## src/rtl/pwb_pkg.sv

```systemverilog
`timescale 1ns/1ps
// Package: types shared by the page write buffer modules.
// Assumes nothing beyond the standard SystemVerilog type system.
package pwb_pkg;
    // Programming controller state: idle or running a timed cycle.
    typedef enum logic [0:0] {
        ST_IDLE = 1'b0,
        ST_PROG = 1'b1
    } wr_state_e;
endpackage

```

## src/rtl/pwb_page_buf.sv

```systemverilog
`timescale 1ns/1ps
// Module: pwb_page_buf
// Holds one page worth of data bytes, a written flag per entry, the page
// number and the in-page byte pointer of the current write transaction.
// Assumes PAGE_BYTES is a power of two, so the pointer wraps by overflow.
module pwb_page_buf #(
    parameter int PAGE_BYTES = 8,
    parameter int PAGES      = 16,
    parameter int DATA_W     = 8,
    localparam int OFF_W     = $clog2(PAGE_BYTES),
    localparam int PAGE_W    = $clog2(PAGES)
) (
    input  logic              clk,
    input  logic              rst_n,
    input  logic              load_addr,
    input  logic [PAGE_W-1:0] load_page,
    input  logic [OFF_W-1:0]  load_off,
    input  logic              byte_we,
    input  logic [DATA_W-1:0] byte_in,
    input  logic              clr,
    input  logic [OFF_W-1:0]  rd_idx,
    output logic [PAGE_W-1:0] page_q,
    output logic              any_written,
    output logic              rd_valid,
    output logic [DATA_W-1:0] rd_data
);
    logic [OFF_W-1:0]  off_q;
    logic [PAGE_BYTES-1:0] flag_q;
    logic [DATA_W-1:0] ent_q [PAGE_BYTES];

    // Page register and in-page pointer; only the pointer advances.
    always_ff @(posedge clk) begin
        if (!rst_n) begin
            page_q <= '0;
            off_q  <= '0;
        end else if (load_addr) begin
            page_q <= load_page;
            off_q  <= load_off;
        end else if (byte_we) begin
            off_q  <= off_q + 1'b1;
        end
    end

    // One storage slot and written flag per page offset.
    for (genvar i = 0; i < PAGE_BYTES; i++) begin : g_ent
        // Flag set on a byte to this slot, cleared by new address or clear.
        always_ff @(posedge clk) begin
            if (!rst_n)
                flag_q[i] <= 1'b0;
            else if (clr || load_addr)
                flag_q[i] <= 1'b0;
            else if (byte_we && off_q == OFF_W'(i))
                flag_q[i] <= 1'b1;
        end
        // Data slot overwritten by every byte aimed at this offset.
        always_ff @(posedge clk) begin
            if (!rst_n)
                ent_q[i] <= '0;
            else if (byte_we && off_q == OFF_W'(i))
                ent_q[i] <= byte_in;
        end
    end

    // Read port used by the commit scan.
    always_comb begin
        any_written = |flag_q;
        rd_valid    = flag_q[rd_idx];
        rd_data     = ent_q[rd_idx];
    end
endmodule

```

## src/rtl/pwb_cycle_ctrl.sv

```systemverilog
`timescale 1ns/1ps
// Module: pwb_cycle_ctrl
// Runs the self-timed programming cycle: WR_CYCLES clocks of busy, with a
// scan index over the page in the first PAGE_BYTES clocks and a done pulse
// in the last one. Assumes WR_CYCLES > PAGE_BYTES.
module pwb_cycle_ctrl
    import pwb_pkg::*;
#(
    parameter int WR_CYCLES  = 250000,
    parameter int PAGE_BYTES = 8,
    localparam int OFF_W     = $clog2(PAGE_BYTES),
    localparam int CNT_W     = $clog2(WR_CYCLES + 1)
) (
    input  logic             clk,
    input  logic             rst_n,
    input  logic             launch,
    output logic             busy,
    output logic             done,
    output logic             scan_act,
    output logic [OFF_W-1:0] scan_idx
);
    wr_state_e        st_q;
    logic [CNT_W-1:0] cnt_q;
    logic             last_c;

    // Detect the final clock of the cycle.
    always_comb last_c = (cnt_q == CNT_W'(WR_CYCLES - 1));

    // State and clock counter of the programming cycle.
    always_ff @(posedge clk) begin
        if (!rst_n) begin
            st_q  <= ST_IDLE;
            cnt_q <= '0;
        end else begin
            case (st_q)
                ST_IDLE: if (launch) begin
                    st_q  <= ST_PROG;
                    cnt_q <= '0;
                end
                ST_PROG: if (last_c) begin
                    st_q  <= ST_IDLE;
                    cnt_q <= '0;
                end else begin
                    cnt_q <= cnt_q + 1'b1;
                end
                default: st_q <= ST_IDLE;
            endcase
        end
    end

    // Status and scan outputs decoded from state and counter.
    always_comb begin
        busy     = (st_q == ST_PROG);
        done     = busy && last_c;
        scan_act = busy && (cnt_q < CNT_W'(PAGE_BYTES));
        scan_idx = cnt_q[OFF_W-1:0];
    end
endmodule

```

## src/rtl/pwb_top.sv

```systemverilog
`timescale 1ns/1ps
// Module: pwb_top
// Page write buffer with timed commit. Collects the data bytes of a write
// transaction, and on stop commits only the written entries during a timed
// busy period. Assumes the slave never pulses addr_load, data_strobe and
// stop_seen in the same clock, and treats busy as "withhold acknowledge".
module pwb_top #(
    parameter int PAGE_BYTES = 8,
    parameter int PAGES      = 16,
    parameter int DATA_W     = 8,
    parameter int WR_CYCLES  = 250000,
    localparam int OFF_W     = $clog2(PAGE_BYTES),
    localparam int PAGE_W    = $clog2(PAGES),
    localparam int ADDR_W    = OFF_W + PAGE_W
) (
    input  logic              clk,
    input  logic              rst_n,
    input  logic              wp,
    input  logic              addr_load,
    input  logic [ADDR_W-1:0] word_addr,
    input  logic              data_strobe,
    input  logic [DATA_W-1:0] data_byte,
    input  logic              stop_seen,
    output logic              busy,
    output logic              cycle_done,
    output logic              mem_we,
    output logic [ADDR_W-1:0] mem_addr,
    output logic [DATA_W-1:0] mem_wdata
);
    logic              accept, ld, bw, stop_ok, launch, clr;
    logic [PAGE_W-1:0] page_q;
    logic              any_written, rd_valid, scan_act;
    logic [OFF_W-1:0]  scan_idx;
    logic [DATA_W-1:0] rd_data;

    // Input gating and launch decision; all inputs are dead while busy.
    always_comb begin
        accept  = !busy;
        ld      = accept && addr_load;
        bw      = accept && data_strobe && !addr_load;
        stop_ok = accept && stop_seen;
        launch  = stop_ok && any_written && !wp;
        clr     = (stop_ok && !launch) || cycle_done;
    end

    pwb_page_buf #(
        .PAGE_BYTES(PAGE_BYTES),
        .PAGES     (PAGES),
        .DATA_W    (DATA_W)
    ) u_buf (
        .clk        (clk),
        .rst_n      (rst_n),
        .load_addr  (ld),
        .load_page  (word_addr[ADDR_W-1:OFF_W]),
        .load_off   (word_addr[OFF_W-1:0]),
        .byte_we    (bw),
        .byte_in    (data_byte),
        .clr        (clr),
        .rd_idx     (scan_idx),
        .page_q     (page_q),
        .any_written(any_written),
        .rd_valid   (rd_valid),
        .rd_data    (rd_data)
    );

    pwb_cycle_ctrl #(
        .WR_CYCLES (WR_CYCLES),
        .PAGE_BYTES(PAGE_BYTES)
    ) u_ctl (
        .clk     (clk),
        .rst_n   (rst_n),
        .launch  (launch),
        .busy    (busy),
        .done    (cycle_done),
        .scan_act(scan_act),
        .scan_idx(scan_idx)
    );

    // Array write port driven by the commit scan.
    always_comb begin
        mem_we    = scan_act && rd_valid;
        mem_addr  = {page_q, scan_idx};
        mem_wdata = rd_data;
    end
endmodule

```

## config.mk

```make
export PLATFORM = sky130hd
export DESIGN_NAME = pwb_top
export DESIGN_NICKNAME = d
export VERILOG_FILES = /design/src/rtl/pwb_pkg.sv /design/src/rtl/pwb_page_buf.sv /design/src/rtl/pwb_cycle_ctrl.sv /design/src/rtl/pwb_top.sv
export SDC_FILE = /design/constraint.sdc
export NUM_CORES = 1
export LEC_CHECK = 0
export BUFFER_PORTS_ARGS = -buffer_cell sky130_fd_sc_hd__buf_4
export CORE_ASPECT_RATIO = 0.5
export CORE_MARGIN = 4
export CORE_UTILIZATION = 60
export CTS_CLUSTER_SIZE = 10
export DETAILED_ROUTE_END_ITERATION = 8
export PLACE_DENSITY = 0.82
export SETUP_SLACK_MARGIN = 0.05
export SYNTH_ARGS = -nofsm -noshare
export SYNTH_HDL_FRONTEND = slang
export SYNTH_SLANG_ARGS = --single-unit
```

## constraint.sdc

```tcl
create_clock -name clk -period 2.8 [get_ports clk]
set_clock_uncertainty 0.05 [all_clocks]
set_input_delay 0.14 -clock clk [delete_from_list [all_inputs] [get_ports clk]]
set_output_delay 0.14 -clock clk [all_outputs]
set_load 0.02 [all_outputs]
```

==> results.md, run 1 <==
* Core area at 7460 um2
* Top FF cell, synth: edfxtp_1
* Final Hold Fails at 0
* Synth Area in Simple Gates at 0.188
* Area share of the largest cell type after synthesis at 0.409
* Total GRT Usage at 0.223
* Hold Path Depth at 3
* Number of global-route vias before repair at 3227
* Cell taking the most area after synthesis: edfxtp_1
* WHS at roughly 5.6 ps
* Number of antenna violations at the first check in global routing at 0
* Net switching power at 706 uW
* HP Start: word_addr[3]
* Finish-stage setup viols at 0
* IO Pins at 39
* Compound-Gate Fraction of Synth Area at 0.0717
* CTS tree: yes
* Tmin final at 2240 ps
* DRT iter0 DRCs at approximately 320
* Vias per inst at 6.01
* Fin. max-slew vios at 0
* Main combinational cell family by area after synthesis: simple AND/OR/NAND/NOR gates
* Synth Area in Adders at 0.0186
* Distinct cell type count of the synthesized netlist at between 40 and 50
* Fin nets at 453
* Inserted Diodes at 0
* Worst path required time at 2610 ps
* Die height at 70.6 um
* Avg WL per Cell at 18.9 um
* Drt pass-1 iters at 5
* R2R depth at 6
* CTS root buf: clkbuf_16
* Worst reg2reg setup slack at 580 ps
* Maxcap violations at 0
* Combinational share of power at 0.070
* Startpoint type of the worst setup path: register
* Int Pwr at 2.42 mW
* Placed Cells incl. Taps at 520
* FMAX at 0.446 GHz
* RSZ-0062 raised after global routing: false
* Sequential area share after synthesis at 0.567
* Clk buf depth at 2
* Syn_area_per_cell at 12.0 um2
* Worst-path clk slew at 70 ps
* Die footprint at between 9000 and 10000 um2
* Switching fraction of total power at 0.226
* Worst Hold End: u_buf.page_q[0]$_SDFFE_PN0P_
* R2R Path Start: u_ctl.cnt_q[0]$_SDFFE_PN0N_
* Number of enable flip-flop cells after synthesis at 64
* Global-route wire length before repair at 16100 um
* XOR/XNOR Fraction of Synth Area at 0.0112
* Area delta synth->final at 13.9%
* Post-synthesis mux area share at 0.110
* Leak at approximately 2.1 nW
* Max H-tree Level at 3
* Hold crit path type: primary input to register
* Final WS setup at 560 ps
* DP Wirelength at 6730 um
* CTS Buf Count at 9
* Max FO, Critical Path at 16
* Clock power frac at 0.401
* Net Count, Synth at ~420
* IO Port Bufs at 38
* Slew @ Worst Pin at 875 ps
* Peak VDD IR at 313 uV
* Reg-to-reg endpoint: u_ctl.cnt_q[11]$_SDFFE_PN0N_
* Rel. slew slack at 0.416
* Die width at 133 um
* Pin count of the biggest net entering global routing at 25
* Cell Pwr Density at 584 nW/um2
* Layout cells sized above 1 at 0.209
* Endpoint class of the critical path: output pin
* # DRC at 0
* Row cnt at 22
* Total number of vias at 3231
* Pre-CTS WS at 617 ps
* Gpl congestion at 0.847
* Reg power frac at 0.529
* Status: complete, no violations
* Crit share post-route at 0.800
* Gr ovfl total at 0
* CTS-repair resized insts at 0
* Final ANT Viol Nets at 0
* Yosys warning total at 0
* Sum Neg Setup Slack at 0 ps
* Clock tree sinks at 101
* Starting Density at 0.630
* Yosys reg bits at 101
* Synth Cell Area at between 4000 and 5000 um2
* Worst setup path class: register to output pin
* Synth area leaders: edfxtp_1 41%, dfxtp_1 16%, mux4_2 8.6%
* Gate Count Post-Synth at 393
* Clk_lat worst skew at between 300 and 400 ps
* Ys async rst share at 0
* Final WL at 10200 um
* Critical Path AT at 2050 ps
* Fin cells at 538
## cells in the final DEF (no fill, tap or decap), types with 2 or more instances in the layout
cell and n:
ha_1 7, xnor2_1 6, nand4_1 4, a21oi_2 2
mux2_2 8, inv_6 3, nand3_1 16, and2_1 41
or4_4 2, clkbuf_16 9, mux4_2 18, o21ai_0 3
o21ai_1 5, mux2i_1 2, or3_1 2, nand2b_1 3
dlygate4sd3_1 2, a22o_1 6, inv_1 14, nor2_1 22
a22oi_1 2, a31oi_1 7, dfxtp_1 37, nor3_1 3
buf_4 40, and3_1 30, nand2_1 30, a21oi_1 23
edfxtp_1 64, nor4_1 4
## stage by stage
step / power, mW / util / cell area, um2
finish: 3.12 / 0.717 / 5350
global route: 3.23 / 0.717 / 5350
CTS: 3.13 / 0.717 / 5350
detailed placement: 1.90 / 0.674 / 5030
global placement: 1.88 / 0.674 / 5030
floorplan: 1.80 / - / 4700
## power groups by stage
| stage | Clock (mW) | Sequential (mW) | Combinational, mW |
|---|---|---|---|
| CTS | 1.26 | 1.65 | 0.218 |
| detailed placement | 0 | 1.68 | 0.213 |
| finish | 1.25 | 1.65 | 0.219 |
| floorplan | 0 | 1.68 | 0.125 |
| global route | 1.34 | 1.65 | 0.235 |
| global placement | 0 | 1.68 | 0.206 |
## cells in the mapped netlist, types with 2 or more instances
| master | n |
|---|---|
| edfxtp_1 | 64 |
| and2_1 | 41 |
| dfxtp_1 | 37 |
| and3_1 | 30 |
| nand2_1 | 30 |
| a21oi_1 | 23 |
| nor2_1 | 22 |
| mux4_2 | 18 |
| nand3_1 | 16 |
| inv_1 | 14 |
| clkbuf_1 | 12 |
| mux2_2 | 8 |
| a31oi_1 | 7 |
| ha_1 | 7 |
| a22o_1 | 6 |
| xnor2_1 | 6 |
| o21ai_1 | 5 |
| nand4_1 | 4 |
| nor4_1 | 4 |
| buf_2 | 3 |
| buf_4 | 3 |
| nand2b_1 | 3 |
| nor3_1 | 3 |
| o21ai_0 | 3 |
| a21oi_2 | 2 |
| a22oi_1 | 2 |
| buf_1 | 2 |
| mux2i_1 | 2 |
| or3_1 | 2 |
| or4_4 | 2 |
## registers in the layout, summed over array words and instances (netlist names), named ones only
signal,flops
u_buf.flag_q,8
u_buf.off_q,3
u_buf.page_q,4
u_ctl.busy,1
u_ctl.cnt_q,18
u_buf.ent_q,64
## worst max path at each step
stage / startpoint / end / slack [ps] / depth (start not counted)
after floorplan: u_ctl.cnt_q[0]$_SDFFE_PN0N_ / u_ctl.cnt_q[16]$_SDFFE_PN0N_ / 930 / 6
after global placement: u_ctl.cnt_q[0]$_SDFFE_PN0N_ / u_ctl.cnt_q[8]$_SDFFE_PN0N_ / 750 / 6
after detailed placement: u_ctl.cnt_q[0]$_SDFFE_PN0N_ / u_ctl.cnt_q[8]$_SDFFE_PN0N_ / 620 / 6
after CTS: register / mem_wdata[3] / 510 / 3
after global routing: u_ctl.cnt_q[0]$_SDFFE_PN0N_ / u_ctl.cnt_q[5]$_SDFFE_PN0N_ / 410 / 6
final: register / mem_wdata[3] / 560 / 3
## timing repair
action | CTS | global route
setup buffers | 0 | 0
hold buffers | 2 | 0
endpoints found under the hold margin | 2 | 0
endpoints found under the setup margin | 0 | 0
## layout make-up
type / count / area (um2)
sequential: 101 / 2660
fill: 506 / 2110
multi-input combinational: 256 / 1880
timing repair buffer: 42 / 320
clock buffer: 10 / 229
tap: 108 / 135
clock inverter: 6 / 67.6
inverter: 15 / 56.3
## critical path, cell delays in order, from the launching register on
cell and delay, ps:
dfxtp_1 810, mux4_2 440, mux2_2 290, buf_4 160
## logic make-up after synthesis
family | Yosys count
buffers and inverters | 36
DFF | 101
muxes | 28
xor gates and xnor gates | 6
adders and majority gates | 7
AOI/OAI and AO/OA | 54
and+or+nand+nor | 161
## metal layers
| metal | routed length [um] | GRT usage |
|---|---|---|
| met1 | 4100 | 0.270 |
| met4 | 233 | 0.103 |
| met2 | 5160 | 0.382 |
| met5 | 0 | 0 |
| met3 | 649 | 0.0597 |
Power figures use the tool's default switching activity.
==> run 2: changes to the inputs <==
--- a/config.mk
+++ b/config.mk
@@ -5,6 +5,7 @@
 export SDC_FILE = /design/constraint.sdc
 export NUM_CORES = 1
 export LEC_CHECK = 0
+export ABC_AREA = 1
 export BUFFER_PORTS_ARGS = -buffer_cell sky130_fd_sc_hd__buf_4
 export CORE_ASPECT_RATIO = 0.5
 export CORE_MARGIN = 4
==> constraint.sdc (replaced) <==
create_clock -name clk -period 2.32 [get_ports clk]
set_clock_uncertainty 0.05 [all_clocks]
set_input_delay 0.116 -clock clk [delete_from_list [all_inputs] [get_ports clk]]
set_output_delay 0.116 -clock clk [all_outputs]
set_load 0.02 [all_outputs]
==> results.md, run 2 <==
* Top Registers: u_buf.ent_q: 64 flops, u_ctl.cnt_q: 18 flops, u_buf.flag_q: 8 flops (unchanged)
* Area delta synth->final at 13.9% (about the same)
* Gr ovfl total at 0 (unchanged)
* Tmin final at around 2100 ps
* Fillers at 628 (was 506)
* Pin count of the biggest net entering global routing at 33 (was 25)
* Drt pass-1 iters at 5 (unchanged)
* Synth Cell Area at 4980 um2 (was 4700 um2)
* CTS root buf: clkbuf_16 (unchanged)
* Vias per inst at 5.41 (was 6.01)
* Cell taking the most area after synthesis: edfxtp_1 (unchanged)
* Postcts setup bufs at 0 (unchanged)
* Row cnt at 23 (was 22)
* Finish-stage setup viols at 0 (unchanged)
* Slew @ Worst Pin at 548 ps (was 875 ps)
* Area share of the largest cell type after synthesis at 0.386 (was 0.409)
* IO Pins at 39 (unchanged)
* Number of enable flip-flop cells after synthesis at 64 (unchanged)
* Total GRT Usage at 0.237 (was 0.223)
* IO Port Bufs at 38 (unchanged)
* CTS tree: yes (unchanged)
* CTS Buf Count at 9 (unchanged)
* Worst path required time at 2150 ps (was 2610 ps)
* RSZ-0062 raised after global routing: false (unchanged)
* FMAX at 0.469 GHz
* Sum Neg Setup Slack at 0 ps (unchanged)
* Clk buf depth at 2 (unchanged)
* Yosys reg bits at 101 (unchanged)
* Ys async rst share at 0 (unchanged)
* Crit share post-route at 0.918
* Finished Cell Area at 5670 um2 (was 5350 um2)
* Multi-input gate area at 1970 um2 (was 1880 um2)
* Final Hold Fails at 0 (unchanged)
* Peak VDD IR at 342 uV (was 313 uV)
* Die height at 72.4 um (was 70.6 um)
* Cell Pwr Density at 656 nW/um2 (was 584 nW/um2)
* Inserted Diodes at 0 (unchanged)
* Synth area leaders: edfxtp_1 39%, dfxtp_1 15%, nor2_1 11% (was edfxtp_1 41%, dfxtp_1 16%, mux4_2 8.6%)
* Hold crit path type: primary input to register (unchanged)
* Total number of vias at 3968 (was 3231)
* Die width at 137 um (was 133 um)
* Placed Area at 5330 um2 (was 5030 um2)
* Max FFs per register at 64 (unchanged)
* Number of antenna violations at the first check in global routing at 0 (unchanged)
* # DRC at 0 (unchanged)
* Starting Density at 0.620 (was 0.630)
* Maxcap violations at 0 (unchanged)
* Clock tree sinks at 101 (unchanged)
* Most frequent cell after synthesis: nor2_1 (was edfxtp_1)
* Final WL at 11000 um (was 10200 um)
* Max FO, Critical Path at 16 (unchanged)
* Core area at 8030 um2 (was 7460 um2)
* Leak at 2.32 nW (was 2.09 nW)
* Die footprint at 9900 um2 (was 9390 um2)
* Final ANT Viol Nets at 0 (unchanged)
* DRT iter0 DRCs at 319 (was 318)
* Status: complete, no violations (unchanged)
* Fin nets at 644 (was 453)
* Syn_area_per_cell at 8.59 um2 (was 12.0 um2)
* Top reg by flops: u_buf.ent_q (unchanged)
* Yosys warning total at 0 (unchanged)
* Commonest non-fill, non-tap cell in the layout: nor2_1 (was edfxtp_1)
* Critical Path AT at 1960 ps (was 2050 ps)
* Max H-tree Level at 3 (unchanged)
* Clk_lat worst skew at 340 ps (about the same)
* Endpoint class of the critical path: output pin (unchanged)
* Avg WL per Cell at 15.0 um (was 18.9 um)
* Reg area at 2670 um2 (was 2660 um2)
* Startpoint type of the worst setup path: register (unchanged)
* Global-route wire length before repair at 18200 um (was 16100 um)
* Sequential area share after synthesis at 0.535 (was 0.567)
* Gpl congestion at 0.884 (was 0.847)
* DP Wirelength at 7580 um (was 6730 um)
* Distinct cell type count of the synthesized netlist at 39 (was 42)
* Gate Count Post-Synth at 579 (was 393)
* Rel. slew slack at 0.633 (was 0.416)
* Most frequent cells in the layout: 147 x nor2_1, 88 x nand2_1, 64 x edfxtp_1 (was 64 x edfxtp_1, 41 x and2_1, 40 x buf_4)
* Top FF cell, synth: edfxtp_1 (unchanged)
* Worst-path clk slew at 70 ps (about the same)
* Fin. max-slew vios at 0 (unchanged)
* Number of global-route vias before repair at 3804 (was 3227)
* Layout cells sized above 1 at 0.166 (was 0.209)
* Worst setup path class: register to output pin (unchanged)
* Net Count, Synth at 607 (was 421)
* Post-synth top cells: 147 x nor2_1, 88 x nand2_1, 64 x edfxtp_1 (was 64 x edfxtp_1, 41 x and2_1, 37 x dfxtp_1)
run 2: cell types whose count changed after synthesis, moves of 18 or more:
cell	before	now
nor2_1	22	147
nand2_1	30	88
and2_1	41	0
inv_1	14	48
and3_1	30	0
o21ai_0	3	32
mux4_2	18	0
run 2: per-layer routing:
metal,global-route usage,share of wire,up-vias,wire length (um)
met1,0.307,0.43,1850,4730
met5,0,0,-,0
li1,-,-,1987,-
met4,0.0697,0.012,0,136
met2,0.404,0.50,117,5480
met3,0.0561,0.060,14,661
run 2: final timing paths:
path | start | to | slack [ps] | cells past startpoint
worst max-delay path | register | mem_wdata[4] | 190 | 7
worst min register to register | u_buf.page_q[3]$_SDFFE_PN0P_ | u_buf.page_q[3]$_SDFFE_PN0P_ | 440 | 2
worst max register to register | u_ctl.busy$_SDFF_PN0_ | u_buf.ent_q[6][0]$_SDFFCE_PN0P_ | 520 | 5
worst min-delay path | word_addr[1] | u_buf.off_q[1]$_SDFFE_PN0P_ | 10 | 3
run 2: final cells by class:
type                            count  area share
Timing Repair Buffer               48      0.0680
Sequential cell                   101       0.470
Clock buffer                        9      0.0397
Tap cell                          112      0.0247
Inverter                           56      0.0384
Clock inverter                      7      0.0110
Multi-Input combinational cell    400       0.348
run 2: timing repair:
item | CTS | global route
hold endpoints to repair | 5 | 0
endpoints found under the setup margin | 0 | 9
gates resized for setup | 0 | 2
hold buffers | 5 | 0
run 2: power breakdown:
group | switching, mW | total, mW | internal (mW)
Clock | 0.703 | 1.46 | 0.752
Sequential | 0.0266 | 1.99 | 1.97
Combinational | 0.171 | 0.270 | 0.0989
Total | 0.901 | 3.72 | 2.82
run 2: metrics by stage:
stage               hold WS [ps]  setup slack [ps]  power, mW  cells   util
global placement             317               429       2.29    712  0.663
finish                      11.7               190       3.72    733  0.706
floorplan                    233               679       2.19    579      -
CTS                         6.55              92.6       3.73    733  0.705
detailed placement           328               391       2.30    712  0.663
global route                14.7               101       3.84    733  0.706
run 2: worst max-delay path: stages, from the launching register on:
cell     delay [ps]
dfxtp_1         630
inv_1           130
buf_4           220
nor2_1          150
o32ai_1         120
nand2_1         100
nand2_1          90
buf_4           170
run 2: cell families (layout without fill, tap and decap cells):
family	Yosys count	after routing	share of synthesized area
xor gates and xnor gates	4	4	0.00704
and+or+nand+nor	311	311	0.277
adders and majority gates	7	7	0.0176
DFF	101	101	0.535
AOI/OAI and AO/OA	78	78	0.0948
buffers and inverters	78	120	0.0689
